File: src/rtl/i2c_regslave.sv
module i2c_regslave #(
  parameter int PTR_W = 7,
  parameter logic [5:0] DEV_HI = 6'b100101,
  parameter int SYNC_N = 2
) (
  input  logic             clk,
  input  logic             rst_n,
  input  logic             strap_a0,
  input  logic             scl_i,
  input  logic             sda_i,
  output logic             sda_pull,
  output logic [PTR_W-1:0] reg_addr,
  output logic [7:0]       reg_wdata,
  output logic             reg_we,
  input  logic [7:0]       reg_rdata
);

  localparam logic [3:0] LAST_BIT = 4'd8;
  localparam logic [PTR_W-1:0] PTR_ONE = {{(PTR_W-1){1'b0}}, 1'b1};

  typedef enum logic [2:0] {S_IDLE, S_RX, S_ACK, S_TX, S_MACK} st_t;
  typedef enum logic [1:0] {P_ADDR, P_PTR, P_DATA} ph_t;

  logic [SYNC_N-1:0] scl_sy, sda_sy;
  logic scl_q, sda_q, a0_q;
  st_t st;
  ph_t ph;
  logic [3:0] bitcnt;
  logic [7:0] rxsh;
  logic [6:0] txsh;
  logic [PTR_W-1:0] ptr;
  logic incr, rd, mack;

  wire scl_s = scl_sy[SYNC_N-1];
  wire sda_s = sda_sy[SYNC_N-1];
  wire scl_rise = scl_s & ~scl_q;
  wire scl_fall = ~scl_s & scl_q;
  wire start_c = scl_s & scl_q & sda_q & ~sda_s;
  wire stop_c = scl_s & scl_q & ~sda_q & sda_s;

  assign reg_addr = ptr;

  always_ff @(posedge clk) begin
    if (!rst_n) a0_q <= strap_a0;
  end

  always_ff @(posedge clk or negedge rst_n) begin
    if (!rst_n) begin
      scl_sy <= '1;
      sda_sy <= '1;
      scl_q  <= 1'b1;
      sda_q  <= 1'b1;
    end else begin
      scl_sy <= {scl_sy[SYNC_N-2:0], scl_i};
      sda_sy <= {sda_sy[SYNC_N-2:0], sda_i};
      scl_q  <= scl_s;
      sda_q  <= sda_s;
    end
  end

  always_ff @(posedge clk or negedge rst_n) begin
    if (!rst_n) begin
      st <= S_IDLE;
      ph <= P_ADDR;
      bitcnt <= '0;
      rxsh <= '0;
      txsh <= '0;
      ptr <= '0;
      incr <= 1'b0;
      rd <= 1'b0;
      mack <= 1'b0;
      sda_pull <= 1'b0;
      reg_we <= 1'b0;
      reg_wdata <= '0;
    end else begin
      reg_we <= 1'b0;
      if (reg_we && incr) ptr <= ptr + PTR_ONE;
      if (start_c) begin
        st <= S_RX;
        ph <= P_ADDR;
        bitcnt <= '0;
        sda_pull <= 1'b0;
      end else if (stop_c) begin
        st <= S_IDLE;
        sda_pull <= 1'b0;
      end else begin
        case (st)
          S_RX: begin
            if (scl_rise) begin
              rxsh <= {rxsh[6:0], sda_s};
              bitcnt <= bitcnt + 4'd1;
            end else if (scl_fall && bitcnt == LAST_BIT) begin
              bitcnt <= '0;
              case (ph)
                P_ADDR: begin
                  if (rxsh[7:1] == {DEV_HI, a0_q}) begin
                    sda_pull <= 1'b1;
                    rd <= rxsh[0];
                    ph <= P_PTR;
                    st <= S_ACK;
                  end else begin
                    st <= S_IDLE;
                  end
                end
                P_PTR: begin
                  ptr <= rxsh[PTR_W-1:0];
                  incr <= rxsh[7];
                  sda_pull <= 1'b1;
                  ph <= P_DATA;
                  st <= S_ACK;
                end
                default: begin
                  reg_wdata <= rxsh;
                  reg_we <= 1'b1;
                  sda_pull <= 1'b1;
                  st <= S_ACK;
                end
              endcase
            end
          end
          S_ACK: begin
            if (scl_fall) begin
              if (rd) begin
                txsh <= reg_rdata[6:0];
                sda_pull <= ~reg_rdata[7];
                if (incr) ptr <= ptr + PTR_ONE;
                st <= S_TX;
              end else begin
                sda_pull <= 1'b0;
                st <= S_RX;
              end
            end
          end
          S_TX: begin
            if (scl_rise) begin
              bitcnt <= bitcnt + 4'd1;
            end else if (scl_fall) begin
              if (bitcnt == LAST_BIT) begin
                sda_pull <= 1'b0;
                bitcnt <= '0;
                st <= S_MACK;
              end else begin
                sda_pull <= ~txsh[6];
                txsh <= {txsh[5:0], 1'b0};
              end
            end
          end
          S_MACK: begin
            if (scl_rise) begin
              mack <= ~sda_s;
            end else if (scl_fall) begin
              if (mack) begin
                txsh <= reg_rdata[6:0];
                sda_pull <= ~reg_rdata[7];
                if (incr) ptr <= ptr + PTR_ONE;
                st <= S_TX;
              end else begin
                st <= S_IDLE;
              end
            end
          end
          default: ;
        endcase
      end
    end
  end

endmodule


File: config.mk
export PLATFORM = sky130hd
export DESIGN_NAME = i2c_regslave
export DESIGN_NICKNAME = d
export VERILOG_FILES = /design/src/rtl/i2c_regslave.sv
export SDC_FILE = /design/constraint.sdc
export NUM_CORES = 1
export LEC_CHECK = 0
export ABC_CLOCK_PERIOD_IN_PS = 6200
export BUFFER_PORTS_ARGS = -buffer_cell sky130_fd_sc_hd__buf_4
export CAP_MARGIN = 20
export CORE_UTILIZATION = 56
export CTS_CLUSTER_SIZE = 14
export DETAILED_ROUTE_END_ITERATION = 10
export PLACE_DENSITY = 0.87
export SYNTH_ARGS = -nofsm -noshare
export SYNTH_HDL_FRONTEND = slang
export SYNTH_SLANG_ARGS = --single-unit
File: constraint.sdc
create_clock -name clk -period 6.2 [get_ports clk]
set_clock_uncertainty 0.05 [all_clocks]
set_input_delay 0.62 -clock clk [delete_from_list [all_inputs] [get_ports clk]]
set_output_delay 0.62 -clock clk [all_outputs]
set_load 0.02 [all_outputs]
==> impl_metrics.yaml, run 1 <==
final_layout:
  syn_to_final_growth_pct: 12.49
  final_core_util_pct: 66.38
  insertedDiodeCount: 0
  drive_gt1_share_pct: 30.28
  final_common_cell: "dfrtp_1"
  final_cell_mix: "dfrtp_1, buf_4, mux2_2"
  final_nets: 302
synth:
  async_flop_share_pct: 98.04
  syn_nets: 272
  syn-instance-count: 253
  seq_area_frac_synth_pct: 45.64
  ys_ff_latch: 51
  synth_edf_count: 1
  synth.cell_area_um2: 2824
  yosys_warnings: 0
  synth_cell_types: 55
  synth.avg_cell_area_um2: 11.16
  synth_ff_type: "dfrtp_1"
power:
  swShare_pct: 32.99
  p_comb_share_pct: 19.7
  ir_worst_vdd_mv: 0.2391
  p_int_uw: 530.8
  leakagePower_nw: 1.451
  p_per_area_nw_per_um2: 249.3
  p_clk_share_pct: 25.8
  seq_power_share_pct: 54.5
  power_switching_uw: 261.3
run_status:
  status: "finished clean"
floorplanning:
  rows: 25
  dieArea_um2: 5330
  coreArea_um2: 4786
  die_w_um: 73.01
  start_util_pct: 59.01
  pin_count: 30
  die-height_um: 73.01
clock_network:
  clkTransAtPathRegs_ps: 100
  cts_tree: "done"
  cts_buffers: 5
  clock-sinks: 51
  cts_hold_buf: 0
  root_buffer: "clkbuf_8"
  post_cts_buffers: 0
  h-tree-depth: 2
  cts-resized-gates: 0
  clock_path_buffers: 2
  clk_latency_ps: 320
hold_path:
  min_path_type: "in -> async"
sta:
  max_slew_margin_pct: 51.57
  hold_viol: 0
  fin_crit_ps: 2358
  setup_tns_ps: 0
  max_freq_mhz: 424.0
  setup_viol: 0
  tightest_slew_ps: 718.9
  post-route-period-util_pct: 38.04
  maxSlewViolCount: 0
  rsz0062_at_grt: "false"
global_route:
  grt_max_degree: 52
  track_usage_pct: 24.00
  first_global_vias: 1960
  overflow: 0
  grt_antenna_before_repair: 0
  grt_first_pass_wirelength_um: 9487
route:
  drt_iter0_drc: 182
  via_per_inst: 5.966
  avgRoutedWirePerCell_um: 16.57
  drc: 0
  vias: 2094
  drtPass1Iterations: 4
  postRouteAntennaNets: 0
  wl_um: 5817
setup_path:
  path_max_fanout: 13
  reg2reg_slack_ps: 3840
  critPathArrivalTime_ps: 2510
  cp.required_ps: 6350
  crit_type: "reg -> reg"
  r2r-end: "txsh[4]"
  cp-end-kind: "flop"
  rr_startpoint: "scl_q"
  ff2ff_path_depth: 6
  cp-start-kind: "flop"
placed_design:
  numPortBuffers: 29
  place_congestion: 0.9288
  dp_hpwl_um: 4097
job:
  maxCapViolCount: 0
[sequential cells by signal, indices dropped and copies added, names as in the netlist, 2 cells and up]
signal / flops
rxsh: 8
reg_addr: 7
st: 3
ph: 2
reg_wdata: 8
scl_sy: 2
txsh: 7
bitcnt: 4
sda_sy: 2
[final cells by class]
class | count | area, um^2
clock buffers | 5 | 68.82
clock inverters | 3 | 26.28
fillers | 364 | 1609
inverters | 10 | 37.54
multi-input cells | 186 | 1454
flip-flops and latches | 51 | 1289
well taps | 67 | 83.83
repair buffers | 29 | 217.7
[power groups by stage]
stage | logic, mW | registers, mW | clock network, mW
floorplan | 0.117 | 0.417 | 0
global placement | 0.149 | 0.433 | 0
detailed placement | 0.155 | 0.436 | 0
CTS | 0.156 | 0.429 | 0.206
global route | 0.171 | 0.438 | 0.219
finish | 0.156 | 0.432 | 0.204
[synth_stat cells, types with 7 or more instances]
master | count | area share (%)
o21ai_0 | 11 | 1.9
xnor2_1 | 9 | 2.8
mux2_4 | 8 | 4.3
a22oi_1 | 7 | 1.9
mux2_2 | 21 | 8.4
o22ai_1 | 7 | 1.6
dfrtp_1 | 44 | 39
nand2_1 | 14 | 1.9
a21oi_1 | 10 | 1.8
nor2_1 | 15 | 2.0
nand3_1 | 13 | 2.3
inv_1 | 10 | 1.3
[cell families (layout without fill, tap and decap cells)]
logic type	after synthesis	in the layout	synth area share [%]
simple gates	83	83	17.24
flops	51	51	45.64
buf+inv	16	47	2.880
fa+ha+maj	6	6	2.658
compound gates	51	51	13.34
mux	31	31	13.34
xor+xnor	15	15	4.918
[worst max path at each step]
stage,from,end,slack (ps)
after floorplan,scl_sy[1],rxsh[0],4220
after global placement,scl_q,reg_wdata[2],3930
after detailed placement,scl_q,txsh[6],3900
after CTS,scl_q,txsh[4],3880
after global routing,scl_q,reg_wdata[4],3730
final,scl_q,txsh[4],3840
[per-layer routing]
metal | global-route usage [%] | share of wire, % | up-vias
li1 | - | - | 984
met1 | 34.57 | 46 | 1035
met2 | 35.49 | 47 | 65
met3 | 4.696 | 4.9 | 10
met4 | 9.804 | 1.7 | 0
met5 | 0 | 0 | -
[metrics by stage]
stage               setup WS, ps  std cells  power, mW  cell area, um^2  hold slack (ps)
floorplan                   4216        253     0.5343             2824            274.4
global placement            3932        343     0.5824             3082            295.6
detailed placement          3895        343     0.5906             3082            297.3
CTS                         3879        351     0.7914             3177            287.9
global route                3731        351     0.8278             3177            313.1
finish                      3842        351     0.7921             3177            268.3
[worst max-delay path, stage by stage (launching register included)]
cell      delay, ps
dfstp_2         560
inv_1            40
ha_1            310
nand3b_1        250
a22oi_1         370
o211ai_2        310
mux2_2          350
No activity file was read; power rests on OpenSTA's default activity.
==> run 2, diff against run 1 <==
ABC_AREA = 1   (was default)
ABC_CLOCK_PERIOD_IN_PS = 2400   (was 6200)
PLACE_DENSITY = 0.86   (was 0.87)
clock period = 2.4 ns   (was 6.2 ns; I/O delays follow)
==> run 2 against run 1 <==
Net effect: power grew to 3.2 times the previous value; routed wire length is 15% higher; final area increased by 6.5%; highest routed layer unchanged; critical endpoint is now txsh[0]; largest cell class unchanged; setup slack got worse by 3500 ps; critical path depth up 3.
==> impl_metrics.yaml, run 2 <==
run_status:
  status: "finished clean"
clock_network:
  cts_tree: "done"
  h-tree-depth: 2
  clock-sinks: 51
  clock_path_buffers: 2
  cts_buffers: 5
  clk_latency_ps: 310
  cts-resized-gates: 0
  clkTransAtPathRegs_ps: 100
  root_buffer: "clkbuf_8"
setup_path:
  path_max_fanout: 14
  cp-end-kind: "flop"
  cp-startpoint: "scl_q"
  cp.required_ps: 2590
  cp.buffers_inverters: 1
  max_stage_delay_ps: 560
  slowest_stage: "dfstp_2"
  worstPathCellList: "inv_1 -> ha_1 -> nor2_1 -> nand2_1 -> nand2_1 -> o211ai_1 -> nor2_4 -> nand3_1 -> o21ai_1"
  critPathArrivalTime_ps: 2290
  cp-start-kind: "flop"
  crit_type: "reg -> reg"
  critPathTopFamily: "simple AND/OR/NAND/NOR gates"
  path_common_cell: "nand2_1"
  rr_startpoint: "scl_q"
route:
  avgRoutedWirePerCell_um: 13.10
  vias: 2793
  via_per_inst: 5.476
  drtPass1Iterations: 5
  postRouteAntennaNets: 0
  drc: 0
  drt_iter0_drc: 248
  wl_um: 6680
floorplanning:
  dieArea_um2: 5613
  die_w_um: 74.92
  pin_count: 30
  start_util_pct: 58.30
  die-height_um: 74.92
  coreArea_um2: 5107
  rows: 26
synth:
  yosys_warnings: 0
  synth.area.top_cells: "dfrtp_1, nand2_1, nand3_1"
  synth_top_area_share_pct: 36.97
  async_flop_share_pct: 98.04
  synth.largest_area_cell: "dfrtp_1"
  syn_nets: 426
  ys_ff_latch: 51
  synth_ff_type: "dfrtp_1"
  synth.cell_area_um2: 2978
  syn-instance-count: 407
  synth_cell_types: 31
  seq_area_frac_synth_pct: 43.28
  synth_edf_count: 1
  yosys-top-cells-count: "nand2_1, inv_1, dfrtp_1"
  synth.avg_cell_area_um2: 7.317
  synth_most_common_cell: "nand2_1"
global_route:
  track_usage_pct: 26.47
  overflow: 0
  first_global_vias: 2520
  grt_antenna_before_repair: 0
  grt_max_degree: 32
  grt_first_pass_wirelength_um: 11230
final_layout:
  stdcell_count: 510
  fillers: 434
  final_cell_mix: "nand2_1, inv_1, dfrtp_1"
  multiInputGateArea_um2: 1448
  final_nets: 458
  insertedDiodeCount: 0
  syn_to_final_growth_pct: 13.57
  final_common_cell: "nand2_1"
  largestRegisters: "reg_wdata: 8 flops, rxsh: 8 flops"
  drive_gt1_share_pct: 15.00
  seq_area_um2: 1289
hold_path:
  min-delay-start: "strap_a0"
  min_path_type: "in -> reg"
sta:
  setup_viol: 0
  setup_ws_ps: 293.7
  max_slew_margin_pct: 66.35
  tightest_slew_ps: 503.3
  maxSlewViolCount: 0
  hold_viol: 0
  max_freq_mhz: 474.8
  fin_crit_ps: 2106
  post-route-period-util_pct: 87.76
  rsz0062_at_grt: "false"
  setup_tns_ps: 0
power:
  p_per_area_nw_per_um2: 759.0
  leakagePower_nw: 1.711
  power.total_mw: 2.567
  ir_worst_vdd_mv: 0.5359
placed_design:
  place_congestion: 0.9392
  dp_hpwl_um: 4910
  dp_cells: 499
  place_worst_setup_slack_ps: 324.9
  numPortBuffers: 29
job:
  maxCapViolCount: 0
## run 2: final cells by class
cell class                      instances  share of cell area [%]
Tap cell                               70                   2.590
Clock buffer                            5                   2.035
Sequential cell                        51                   38.11
Multi-Input combinational cell        298                   42.80
Inverter                               49                   5.438
Clock inverter                          3                   1.258
Timing Repair Buffer                   34                   7.769
## run 2: logic make-up after synthesis
family	share of synthesized area [%]
AND/OR/NAND/NOR	33.32
adder cells (fa/ha/maj)	2.521
multiplexers	0.6723
AO/OA/AOI/OAI	10.92
buffers and inverters	8.109
XOR/XNOR	1.177
flip-flops	43.28
## run 2: metrics by stage
stage / hold slack (ps) / utilization (%) / instance area, um^2
global route: 46.13 / 66.22 / 3382
global placement: 141.5 / 63.45 / 3241
detailed placement: 151.5 / 63.45 / 3241
CTS: 47.17 / 66.22 / 3382
floorplan: -105.6 / - / 2978
finish: 48.30 / 66.22 / 3382
## run 2: power by group
part,leakage [nW],switching [mW],total [mW],internal [mW]
Combinational,0.991,0.535,0.818,0.283
Sequential,0.664,0.129,1.13,1.00
Clock,0.0562,0.306,0.617,0.311
Total,1.71,0.970,2.57,1.60
## run 2: repair_timing
action / in CTS / in global routing
endpoints found under the setup margin: 0 / 0
buffers inserted: 0 / 0
endpoints found under the hold margin: 26 / 0
hold buffers: 3 / 0
## run 2: worst paths after layout
check	to	slack (ps)	cells past startpoint
max	txsh[0]	290	9
min	a0_q	50	1
max reg2reg	txsh[0]	290	9
min reg2reg	sda_sy[1]	310	0
max in group asynchronous	scl_q	1250	3
min in group asynchronous	reg_addr[5]	340	2
## run 2: per-layer routing
metal / share of wire, % / track usage (%) / routed length [um] / up-vias
met5: 0 / 0 / 0 / -
met4: 2.2 / 10.90 / 150 / 0
met3: 5.8 / 4.552 / 388 / 18
met2: 46 / 40.84 / 3090 / 97
met1: 46 / 37.11 / 3051 / 1304
li1: - / - / - / 1374
==> run 3, diff against run 2 <==
BUFFER_PORTS_ARGS = -buffer_cell sky130_fd_sc_hd__buf_2   (was -buffer_cell sky130_fd_sc_hd__buf_4)
==> run 3 against run 2 <==
Net effect: combinational power down 1%; critical endpoint is now bitcnt[1]; routed wire length up 2.0%; critical path type unchanged; count of clock-buffer cells in the layout stayed put; sequential share of layout area up 0.95 points; power fell by 0.42%; sequential power about the same; final area is 2.4% lower; highest routed layer unchanged; flip-flop and latch count stayed put; setup slack worse by 79 ps; die area is the same; worst hold slack got worse by 24 ps; critical path depth is 1 lower.
==> impl_metrics.yaml, run 3 (synthesis gave the netlist of run 2 again) <==
clock_network:
  cts_tree: "done"
  clk_latency_ps: 310
  clkTransAtPathRegs_ps: 100
  clock_path_buffers: 2
  clock-sinks: 51
  cts_buffers: 5
  post_cts_buffers: 0
  h-tree-depth: 2
  root_buffer: "clkbuf_8"
  cts-resized-gates: 0
route:
  via_per_inst: 5.446
  postRouteAntennaNets: 0
  drtPass1Iterations: 5
  avgRoutedWirePerCell_um: 13.39
  vias: 2772
  wl_um: 6813
  drc: 0
  drt_iter0_drc: 292
final_layout:
  insertedDiodeCount: 0
  fillers: 454
  largestRegisters: "reg_wdata: 8 flops, rxsh: 8 flops"
  final_cell_mix: "nand2_1, inv_1, dfrtp_1"
  final_nets: 457
  drive_gt1_share_pct: 15.03
  syn_to_final_growth_pct: 10.80
  stdcell_area_um2: 3299
  final_common_cell: "nand2_1"
sta:
  post-route-period-util_pct: 91.04
  rsz0062_at_grt: "false"
  hold_viol: 0
  tightest_slew_ps: 638.4
  fin_crit_ps: 2185
  setup_tns_ps: 0
  max_freq_mhz: 457.7
  setup_viol: 0
  max_slew_margin_pct: 57.44
  maxSlewViolCount: 0
placed_design:
  placed_cell_area_um2: 3168
  numPortBuffers: 29
  dp_hpwl_um: 4821
  place_congestion: 0.9850
setup_path:
  critPathArrivalTime_ps: 2330
  reg2reg_slack_ps: 220
  r2r-end: "bitcnt[1]"
  cp.required_ps: 2550
  ff2ff_path_depth: 8
  cp-start-kind: "flop"
  cp-end-kind: "flop"
  path_max_fanout: 10
  rr_startpoint: "scl_sy[1]"
  crit_type: "reg -> reg"
global_route:
  grt_max_degree: 51
  overflow: 0
  track_usage_pct: 26.29
  first_global_vias: 2428
  grt_first_pass_wirelength_um: 11220
  grt_antenna_before_repair: 0
floorplanning:
  die_w_um: 74.92
  start_util_pct: 58.30
  pin_count: 30
  die-height_um: 74.92
  dieArea_um2: 5613
  coreArea_um2: 5107
  rows: 26
power:
  ir_worst_vdd_mv: 0.5301
  p_per_area_nw_per_um2: 774.8
  power.total_mw: 2.556
  leakagePower_nw: 1.697
job:
  maxCapViolCount: 0
run_status:
  status: "finished clean"
hold_path:
  min_path_type: "in -> async"
[run 3: layer usage]
metal	wire, um	vias to the layer above	global-route usage (%)	part of all wire (%)
li1	-	1373	-	-
met1	3125	1247	37.77	46
met2	3070	133	41.24	45
met3	485	19	4.552	7.1
met4	131	0	7.128	1.9
met5	0	-	0	0
[run 3: through the flow]
| step | util [%] | setup WS [ps] | std cells | hold slack (ps) |
|---|---|---|---|---|
| after CTS | 64.60 | 305.9 | 509 | 47.92 |
| after global placement | 62.03 | 408.9 | 499 | 294.5 |
| after detailed placement | 62.03 | 346.3 | 499 | 296.2 |
| final | 64.60 | 215.1 | 509 | 24.76 |
| after floorplan | - | 561.8 | 407 | -105.6 |
| after global routing | 64.60 | 134.7 | 509 | 51.51 |
[run 3: final cells by class]
cell class / count / area [um^2] / area share [%]
clock buffers: 5 / 68.82 / 2.086
clock inverters: 3 / 42.54 / 1.289
well taps: 70 / 87.58 / 2.655
repair buffers: 33 / 180.2 / 5.461
inverters: 49 / 183.9 / 5.575
flip-flops and latches: 51 / 1289 / 39.06
multi-input cells: 298 / 1448 / 43.88
[run 3: worst max path at each step]
stage | startpoint | end | slack, ps | cells past startpoint
2_1_floorplan | scl_q | txsh[4] | 560 | 11
3_3_place_gp | scl_q | txsh[0] | 410 | 9
5_1_grt | scl_q | txsh[0] | 130 | 9
6_report | scl_sy[1] | bitcnt[1] | 220 | 8
4_1_cts | scl_sy[1] | bitcnt[1] | 310 | 8
3_5_place_dp | scl_q | txsh[0] | 350 | 9
[run 3: worst max-delay path: stages, from the launching register on]
cell	delay (ps)
dfstp_2	570
ha_1	180
nand2_1	100
nor2_2	340
nor3_1	140
nor2_1	320
nand3_1	220
nand2_1	100
nand2_1	60
[run 3: timing repair]
item                                    CTS  global route
endpoints found under the setup margin    0             0
hold endpoints to repair                  2             0
hold buffers                              2             0
[run 3: where the power goes]
| part | internal [mW] | total (mW) | switching, mW |
|---|---|---|---|
| logic | 0.268 | 0.810 | 0.542 |
| clock network | 0.311 | 0.612 | 0.300 |
| registers | 1.00 | 1.13 | 0.132 |
| total | 1.58 | 2.56 | 0.975 |
